--- src/rtl/ddr_chk_pkg.sv ---
package ddr_chk_pkg;
  typedef enum logic [3:0] {
    CMD_DESEL = 4'd0,  CMD_NOP  = 4'd1,  CMD_ACT  = 4'd2,  CMD_RD   = 4'd3,
    CMD_RDA   = 4'd4,  CMD_WR   = 4'd5,  CMD_WRA  = 4'd6,  CMD_PRE  = 4'd7,
    CMD_PREA  = 4'd8,  CMD_REF  = 4'd9,  CMD_MRS  = 4'd10, CMD_EMRS = 4'd11,
    CMD_BST   = 4'd12, CMD_SUSP = 4'd13
  } cmd_e;

  typedef enum logic [3:0] {
    V_NONE = 4'd0, V_ACT_OPEN = 4'd1, V_COL_CLOSED = 4'd2, V_NOT_IDLE = 4'd3,
    V_RCD  = 4'd4, V_RAS = 4'd5, V_RC = 4'd6, V_RP = 4'd7, V_RRD = 4'd8,
    V_CCD  = 4'd9, V_WR  = 4'd10, V_AP_BUSY = 4'd11, V_RFC = 4'd12, V_MRD = 4'd13
  } viol_e;
endpackage

--- src/rtl/ddr_rule_eval.sv ---
module ddr_rule_eval
  import ddr_chk_pkg::*;
#(
  parameter int NB    = 4,
  parameter int BA_W  = 2,
  parameter int CNT_W = 6,
  parameter int T_RC  = 10,
  parameter int T_RAS = 7,
  parameter int T_RCD = 3,
  parameter int T_RRD = 2,
  parameter int T_RP  = 3,
  parameter int T_WR  = 3,
  parameter int T_CCD = 1,
  parameter int T_RFC = 12,
  parameter int T_MRD = 2
) (
  input  cmd_e             cmd_i,
  input  logic [BA_W-1:0]  ba_i,
  input  logic [NB-1:0]    open_i,
  input  logic [CNT_W-1:0] since_act_i [NB],
  input  logic [CNT_W-1:0] since_pre_i [NB],
  input  logic [CNT_W-1:0] since_wr_i  [NB],
  input  logic [CNT_W-1:0] ap_rem_i    [NB],
  input  logic [CNT_W-1:0] since_act_any_i,
  input  logic [CNT_W-1:0] since_col_i,
  input  logic [CNT_W-1:0] since_ref_i,
  input  logic [CNT_W-1:0] since_mrs_i,
  input  logic [3:0]       bl_half_i,
  output viol_e            code_o
);
  localparam logic [CNT_W-1:0] C_RC  = CNT_W'(T_RC);
  localparam logic [CNT_W-1:0] C_RAS = CNT_W'(T_RAS);
  localparam logic [CNT_W-1:0] C_RCD = CNT_W'(T_RCD);
  localparam logic [CNT_W-1:0] C_RRD = CNT_W'(T_RRD);
  localparam logic [CNT_W-1:0] C_RP  = CNT_W'(T_RP);
  localparam logic [CNT_W-1:0] C_WRR = CNT_W'(T_WR + 1);
  localparam logic [CNT_W-1:0] C_CCD = CNT_W'(T_CCD);
  localparam logic [CNT_W-1:0] C_RFC = CNT_W'(T_RFC);
  localparam logic [CNT_W-1:0] C_MRD = CNT_W'(T_MRD);

  logic [CNT_W-1:0] wr_gap;
  logic is_real, is_col, is_glob, any_open, any_busy, rp_short, pa_ras, pa_wr;

  always_comb begin
    wr_gap   = CNT_W'(bl_half_i) + C_WRR;
    is_real  = !(cmd_i inside {CMD_DESEL, CMD_NOP, CMD_SUSP});
    is_col   = cmd_i inside {CMD_RD, CMD_RDA, CMD_WR, CMD_WRA};
    is_glob  = cmd_i inside {CMD_REF, CMD_MRS, CMD_EMRS};
    any_open = |open_i;
    any_busy = 1'b0;
    rp_short = 1'b0;
    pa_ras   = 1'b0;
    pa_wr    = 1'b0;
    for (int b = 0; b < NB; b++) begin
      if (ap_rem_i[b] != '0)   any_busy = 1'b1;
      if (since_pre_i[b] < C_RP) rp_short = 1'b1;
      if (open_i[b] && since_act_i[b] < C_RAS) pa_ras = 1'b1;
      if (open_i[b] && since_wr_i[b] < wr_gap) pa_wr = 1'b1;
    end

    code_o = V_NONE;
    if (is_real) begin
      if (cmd_i == CMD_ACT && open_i[ba_i])                 code_o = V_ACT_OPEN;
      else if (is_col && !open_i[ba_i])                     code_o = V_COL_CLOSED;
      else if (is_glob && any_open)                         code_o = V_NOT_IDLE;
      else if (((cmd_i inside {CMD_ACT, CMD_PRE} || is_col) && ap_rem_i[ba_i] != '0) ||
               ((cmd_i == CMD_PREA || is_glob) && any_busy)) code_o = V_AP_BUSY;
      else if (since_mrs_i < C_MRD)                         code_o = V_MRD;
      else if (since_ref_i < C_RFC)                         code_o = V_RFC;
      else begin
        unique case (cmd_i)
          CMD_ACT: begin
            if (since_pre_i[ba_i] < C_RP)       code_o = V_RP;
            else if (since_act_i[ba_i] < C_RC)  code_o = V_RC;
            else if (since_act_any_i < C_RRD)   code_o = V_RRD;
          end
          CMD_RD, CMD_RDA, CMD_WR, CMD_WRA: begin
            if (since_act_i[ba_i] < C_RCD)      code_o = V_RCD;
            else if (since_col_i < C_CCD)       code_o = V_CCD;
          end
          CMD_PRE: begin
            if (open_i[ba_i] && since_act_i[ba_i] < C_RAS)     code_o = V_RAS;
            else if (open_i[ba_i] && since_wr_i[ba_i] < wr_gap) code_o = V_WR;
          end
          CMD_PREA: begin
            if (pa_ras)     code_o = V_RAS;
            else if (pa_wr) code_o = V_WR;
          end
          CMD_REF, CMD_MRS, CMD_EMRS: begin
            if (rp_short) code_o = V_RP;
          end
          default: code_o = V_NONE;
        endcase
      end
    end
  end
endmodule

--- config.mk ---
export PLATFORM = sky130hd
export DESIGN_NAME = ddr_rule_eval
export DESIGN_NICKNAME = d
export VERILOG_FILES = /design/src/rtl/ddr_chk_pkg.sv /design/src/rtl/ddr_rule_eval.sv
export SDC_FILE = /design/constraint.sdc
export NUM_CORES = 1
export LEC_CHECK = 0
export ABC_CLOCK_PERIOD_IN_PS = 1550
export BUFFER_PORTS_ARGS = -buffer_cell sky130_fd_sc_hd__buf_2
export CORE_ASPECT_RATIO = 1.75
export CORE_MARGIN = 1
export CORE_UTILIZATION = 35
export DETAILED_ROUTE_END_ITERATION = 7
export GPL_ROUTABILITY_DRIVEN = 0
export PLACE_DENSITY = 0.9
export SYNTH_ARGS = -nofsm -noshare
export SYNTH_HDL_FRONTEND = slang
export SYNTH_SLANG_ARGS = --single-unit
--- constraint.sdc ---
create_clock -name vclk -period 1.55
set_input_delay 0 -clock vclk [all_inputs]
set_output_delay 0 -clock vclk [all_outputs]
set_load 0.05 [all_outputs]
Yosys cells after proc, flatten, opt, wreduce, memory -nomap -nowiden. Cells that the tools add are included.

Flip-flop bits (word level): 0. Bits of input ports: 134. Output and inout bits: 4.

Add/subtract/negate cells: 1. Order comparisons: 23. Equality and inequality tests: 12. Multiplexer cells: 48. Bitwise gates (word level): 1. Reduce and logical (&&, ||, !) cells: 32.

Operators by type and width (count): $mux W4 (16); $bmux W6 S2 (4); $lt A6 B2 Y1 const B (8); $mux W6 (8); $lt A6 B3 Y1 const B (5); $lt A6 B5 Y1 (5); $reduce_bool A6 Y1 (5); $eq A4 B4 Y1 const B (5); $pmux W4 S5 (1); $mux W1 (17); $eq A4 B3 Y1 const B (4); $logic_and A1 B1 Y1 (15); $lt A6 B4 Y1 const B (2); $eq A4 B2 Y1 const B (2); $reduce_or A4 Y1 (2); $lt A6 B1 Y1 const B (1); $reduce_bool A3 Y1 (2); $add A4 B3 Y5 const B (1); $eq A4 B1 Y1 const B (1); $logic_not A4 Y1 (1); $reduce_bool A4 Y1 (1); $ge A3 B3 Y1 const B (1); $logic_or A1 B1 Y1 (3); $lt A2 B3 Y1 const B (1); other kinds (6) (6).

Depth between registers and ports, before layout.
Depth after elaboration: 17. Mapped depth: 8. Depth with buffers taken out: 8.

Worst setup path after synthesis. OpenSTA, ideal clock, no wires.

Kind: input -> output. Start: in ba_i[0]. End: out code_o[3]. Arrival time: 2.513 ns. Path slack: -0.963 ns. Stages: 8. Buffers on the path: 2. Path through: buf_6 > buf_4 > mux4_2 > ha_1 > o221ai_1 > o31ai_1 > a211o_1 > a31oi_1.

Longest elaborated chain between the ends: 16.

RTL lines: start, declared (line ddr_rule_eval.sv:18) `input logic [BA_W-1:0] ba_i,`; $not A2 Y3 (not written as such); $bmux W6 S2 (line ddr_rule_eval.sv:83) `else if (open_i[ba_i] && since_wr_i[ba_i] < wr_gap) code_o = V_WR;`; $mux W6 (not written as such) (2 in series) (line ddr_rule_eval.sv:83); $lt A6 B5 Y1 (line ddr_rule_eval.sv:83); $logic_and A1 B1 Y1 (line ddr_rule_eval.sv:83); $mux W4 (line ddr_rule_eval.sv:83); $mux W4 (line ddr_rule_eval.sv:82) `if (open_i[ba_i] && since_act_i[ba_i] < C_RAS) code_o = V_RAS;`; $pmux W4 S5 (line ddr_rule_eval.sv:71) `unique case (cmd_i)`; $mux W4 (line ddr_rule_eval.sv:69) `else if (since_ref_i < C_RFC) code_o = V_RFC;`; $mux W4 (line ddr_rule_eval.sv:68) `else if (since_mrs_i < C_MRD) code_o = V_MRD;`; $mux W4 (line ddr_rule_eval.sv:66) `else if (((cmd_i inside {CMD_ACT, CMD_PRE} || is_col) && ap_rem_i[ba_i] != '0) ||`; $mux W4 (line ddr_rule_eval.sv:65) `else if (is_glob && any_open) code_o = V_NOT_IDLE;`; $mux W4 (line ddr_rule_eval.sv:64) `else if (is_col && !open_i[ba_i]) code_o = V_COL_CLOSED;`; $mux W4 * (line ddr_rule_eval.sv:63) `if (cmd_i == CMD_ACT && open_i[ba_i]) code_o = V_ACT_OPEN;`; $mux W4 * (line ddr_rule_eval.sv:62) `if (is_real) begin`; end, declared (line ddr_rule_eval.sv:29) `output viol_e code_o`.

Mark *: on every way between the ends. The rest lies on a longest branch, timed or not. The select of a mux whose other input is x is not followed.

Final worst setup path.
Start: in bl_half_i[2]. End: out code_o[1].

Longest elaborated chain between the ends: 17.

RTL lines: start, declared (line ddr_rule_eval.sv:28) `input logic [3:0] bl_half_i,`; $add A4 B3 Y5 * (line ddr_rule_eval.sv:45) `wr_gap = CNT_W'(bl_half_i) + C_WRR;`; $lt A6 B5 Y1 (line ddr_rule_eval.sv:58) `if (open_i[b] && since_wr_i[b] < wr_gap) pa_wr = 1'b1;`; $logic_and A1 B1 Y1 (line ddr_rule_eval.sv:58); $mux W1 (4 in series) (line ddr_rule_eval.sv:58); $mux W4 (line ddr_rule_eval.sv:87) `else if (pa_wr) code_o = V_WR;`; $mux W4 (line ddr_rule_eval.sv:86) `if (pa_ras) code_o = V_RAS;`; $pmux W4 S5 * (line ddr_rule_eval.sv:71); $mux W4 * (line ddr_rule_eval.sv:69); $mux W4 * (line ddr_rule_eval.sv:68); $mux W4 * (line ddr_rule_eval.sv:66); $mux W4 * (line ddr_rule_eval.sv:65); $mux W4 * (line ddr_rule_eval.sv:64); $mux W4 * (line ddr_rule_eval.sv:63); $mux W4 * (line ddr_rule_eval.sv:62).

Mark *: on every way between the ends. The rest lies on a longest branch, timed or not.

==> metrics.md <==
| Metric | Value |
|---|---|
| Yosys warns | `0` |
| Input/output buffers | `134` |
| Via count | `2465` |
| Initial antenna violation count | `0` |
| Setup crit end kind | `output pin` |
| Comb pwr share | `100.0%` |
| Leak Pwr | `1.43 nW` |
| Crit path max-delay cell type | `o41ai_4` |
| Commonest cells after routing, fill and taps aside | `buf_2 (119), buf_4 (55), nand2_1 (24), buf_6 (19)` |
| FFs & Latches | `0` |
| Psw | `0.433 mW` |
| Cell Rows | `30` |
| DR WL/cell | `16.6 µm` |
| Diodes inserted | `0` |
| Max stage delay on crit path | `0.51 ns` |
| Slew Viols, Final | `0` |
| Number of I/O pins | `138` |
| Footprint of the multi-input gates | `1660 µm²` |
| Max Clk Rate | `506 MHz` |
| Synthesized area per cell | `7.71 µm²` |
| Setup violators final | `4` |
| Worst path required time | `1.55 ns` |
| DP Wirelength | `5370 µm` |
| Register area | `0 µm²` |
| WP data arrival | `1.98 ns` |
| Total die area | `4480 µm²` |
| CP Class | `in2out` |
| Layout cells sized above 1 | `62.6%` |
| Setup TNS | `-1.59 ns` |
| Core area | `3940 µm²` |
| Clock buf count | `0` |
| Part of the power in registers | `0%` |
| Starting Density | `37.4%` |
| Final Hold Fails | `0` |
| CP Depth | `9` |
| Die height | `87.8 µm` |
| Post-synthesis cell area | `1470 µm²` |
| Layout fillers | `280` |
| Final wirelength | `7090 µm` |
| Most common cell after layout, fill and taps aside | `buf_2` |
| Core Util, Final | `76.7%` |
| Total GRT Usage | `29.0%` |
| Vias in the first global route | `2472` |
| Slew headroom | `66.8%` |
| CP max FO | `5` |
| Die width | `51.0 µm` |
| Crit path cell chain | `buf_2 > ha_1 > nand2_1 > o21ai_0 > maj3_1 > a21oi_1 > o41ai_4 > a31oi_4 > buf_6` |
| Gate Count Post-Synth | `191` |
| Drt via density | `5.76` |
| Sequential share of the synthesized area | `0%` |
| First-pass GRT wire length | `10100 µm` |
| Worst setup path endpoint | `code_o[1]` |
| Non-Filler Instances | `428` |
| Internal power | `0.513 mW` |
| Hold Crit Class | `in2out` |
| Failing checks | `negative setup slack` |
| DRT Pass-1 Iters | `4` |
| Remaining global-route overflow | `0` |
| Clock power frac | `0%` |
| VDD IR-drop max | `266 µV` |
| Net count of the mapped netlist | `341` |
| RSZ-0062 raised after global routing | `yes` |
| Post-Place Cells | `425` |
| Layout Nets | `532` |
| DRC | `0` |
| Top Family by Delay on Critical Path | `compound AO/OA/AOI/OAI gates` |
| Tcrit/Tclk final | `127%` |
| Maxcap violations | `0` |
| Startpoint types | `primary input` |
| Actual slew at the worst max-slew pin | `0.497 ns` |
| Synth cell types | `53` |
| Status | `complete, but fails checks` |
| Antenna Violating Nets Remaining | `0` |
| Crit. Startpoint | `bl_half_i[2]` |
| Drt initial violations | `74` |
| Minimum clock period after layout | `1.98 ns` |
| Switch share | `45.8%` |
| Final hold slack | `0.556 ns` |
| Largest net degree at the start of global routing | `11` |
| WP buf/inv | `2` |
| Final WS setup | `-0.426 ns` |
| Syn-to-layout area delta | `105%` |
| Pwr Density | `313 nW/µm²` |
-- synthesized netlist by cell type (3+ instances only) --
library cell / number / area share [%]
ha_1: 16 / 14
mux4_1: 3 / 5.4
a31oi_1: 3 / 1.3
nor3b_1: 3 / 1.5
mux2_2: 3 / 2.3
or2_1: 4 / 1.7
a21oi_1: 16 / 5.4
o21ai_0: 6 / 2.0
inv_1: 4 / 1.0
nand3_1: 4 / 1.4
nor4b_1: 5 / 3.0
mux4_2: 8 / 12
maj3_1: 3 / 2.0
clkbuf_1: 3 / 0.76
and3_1: 4 / 1.7
nor2_1: 16 / 4.1
nand2_1: 24 / 6.1
nor2b_1: 6 / 2.5
nor4_1: 11 / 4.7
-- power by group through the flow --
| stage | clock [mW] | combinational, mW | sequential [mW] |
|---|---|---|---|
| 6_report | 0 | 0.946 | 0 |
| 3_5_place_dp | 0 | 0.791 | 0 |
| 5_1_grt | 0 | 1.01 | 0 |
| 3_3_place_gp | 0 | 0.763 | 0 |
| 4_1_cts | 0 | 0.894 | 0 |
| 2_1_floorplan | 0 | 0.400 | 0 |
-- timing repair --
item | 4_1_cts | 5_1_grt
hold buffers | 0 | 0
pin swaps | 10 | 7
endpoints found under the hold margin | 0 | 0
endpoints found under the setup margin | 4 | 4
gates resized for setup | 46 | 13
gates cloned | 1 | 0
setup buffers | 1 | 1
-- cells by family (layout without fill, tap and decap cells) --
family                     Yosys count  count (layout)  synth area share, %
and+or+nand+nor                     91              91                 33.7
AOI/OAI and AO/OA                   55              55                 26.4
adders and majority gates           19              19                 15.6
muxes                               14              14                 19.9
buffers and inverters               11             200                 3.74
xor gates and xnor gates             1               1                0.595
-- worst min path at each step --
stage,start,endpoint,cells after the start
after floorplan,cmd_i[0],code_o[0],2
after detailed placement,cmd_i[0],code_o[1],6
final,since_mrs_i[5],code_o[0],4
after global routing,since_mrs_i[5],code_o[0],4
after global placement,since_mrs_i[5],code_o[0],4
after CTS,since_mrs_i[5],code_o[0],4
-- through the flow --
| stage | cell area, µm² | setup slack (ns) | power, mW |
|---|---|---|---|
| 6_report | 3020 | -0.426 | 0.946 |
| 5_1_grt | 3020 | -0.467 | 1.01 |
| 4_1_cts | 2950 | -0.370 | 0.894 |
| 3_5_place_dp | 2690 | -0.860 | 0.791 |
| 3_3_place_gp | 2690 | -0.802 | 0.763 |
| 2_1_floorplan | 1570 | -0.374 | 0.400 |
-- final cells by class --
| cell class | count | area share (%) |
|---|---|---|
| multi-input cells | 180 | 55.0 |
| repair buffers | 196 | 42.5 |
| well taps | 48 | 1.99 |
| inverters | 4 | 0.497 |
-- per-layer routing --
| layer | vias up | part of all wire (%) | track usage, % |
|---|---|---|---|
| met4 | 0 | 6.8 | 19.7 |
| li1 | 1160 | - | - |
| met1 | 1129 | 33 | 27.8 |
| met5 | - | 0 | 0 |
| met2 | 132 | 55 | 56.3 |
| met3 | 44 | 5.2 | 2.08 |
Power figures use the tool's default switching activity.
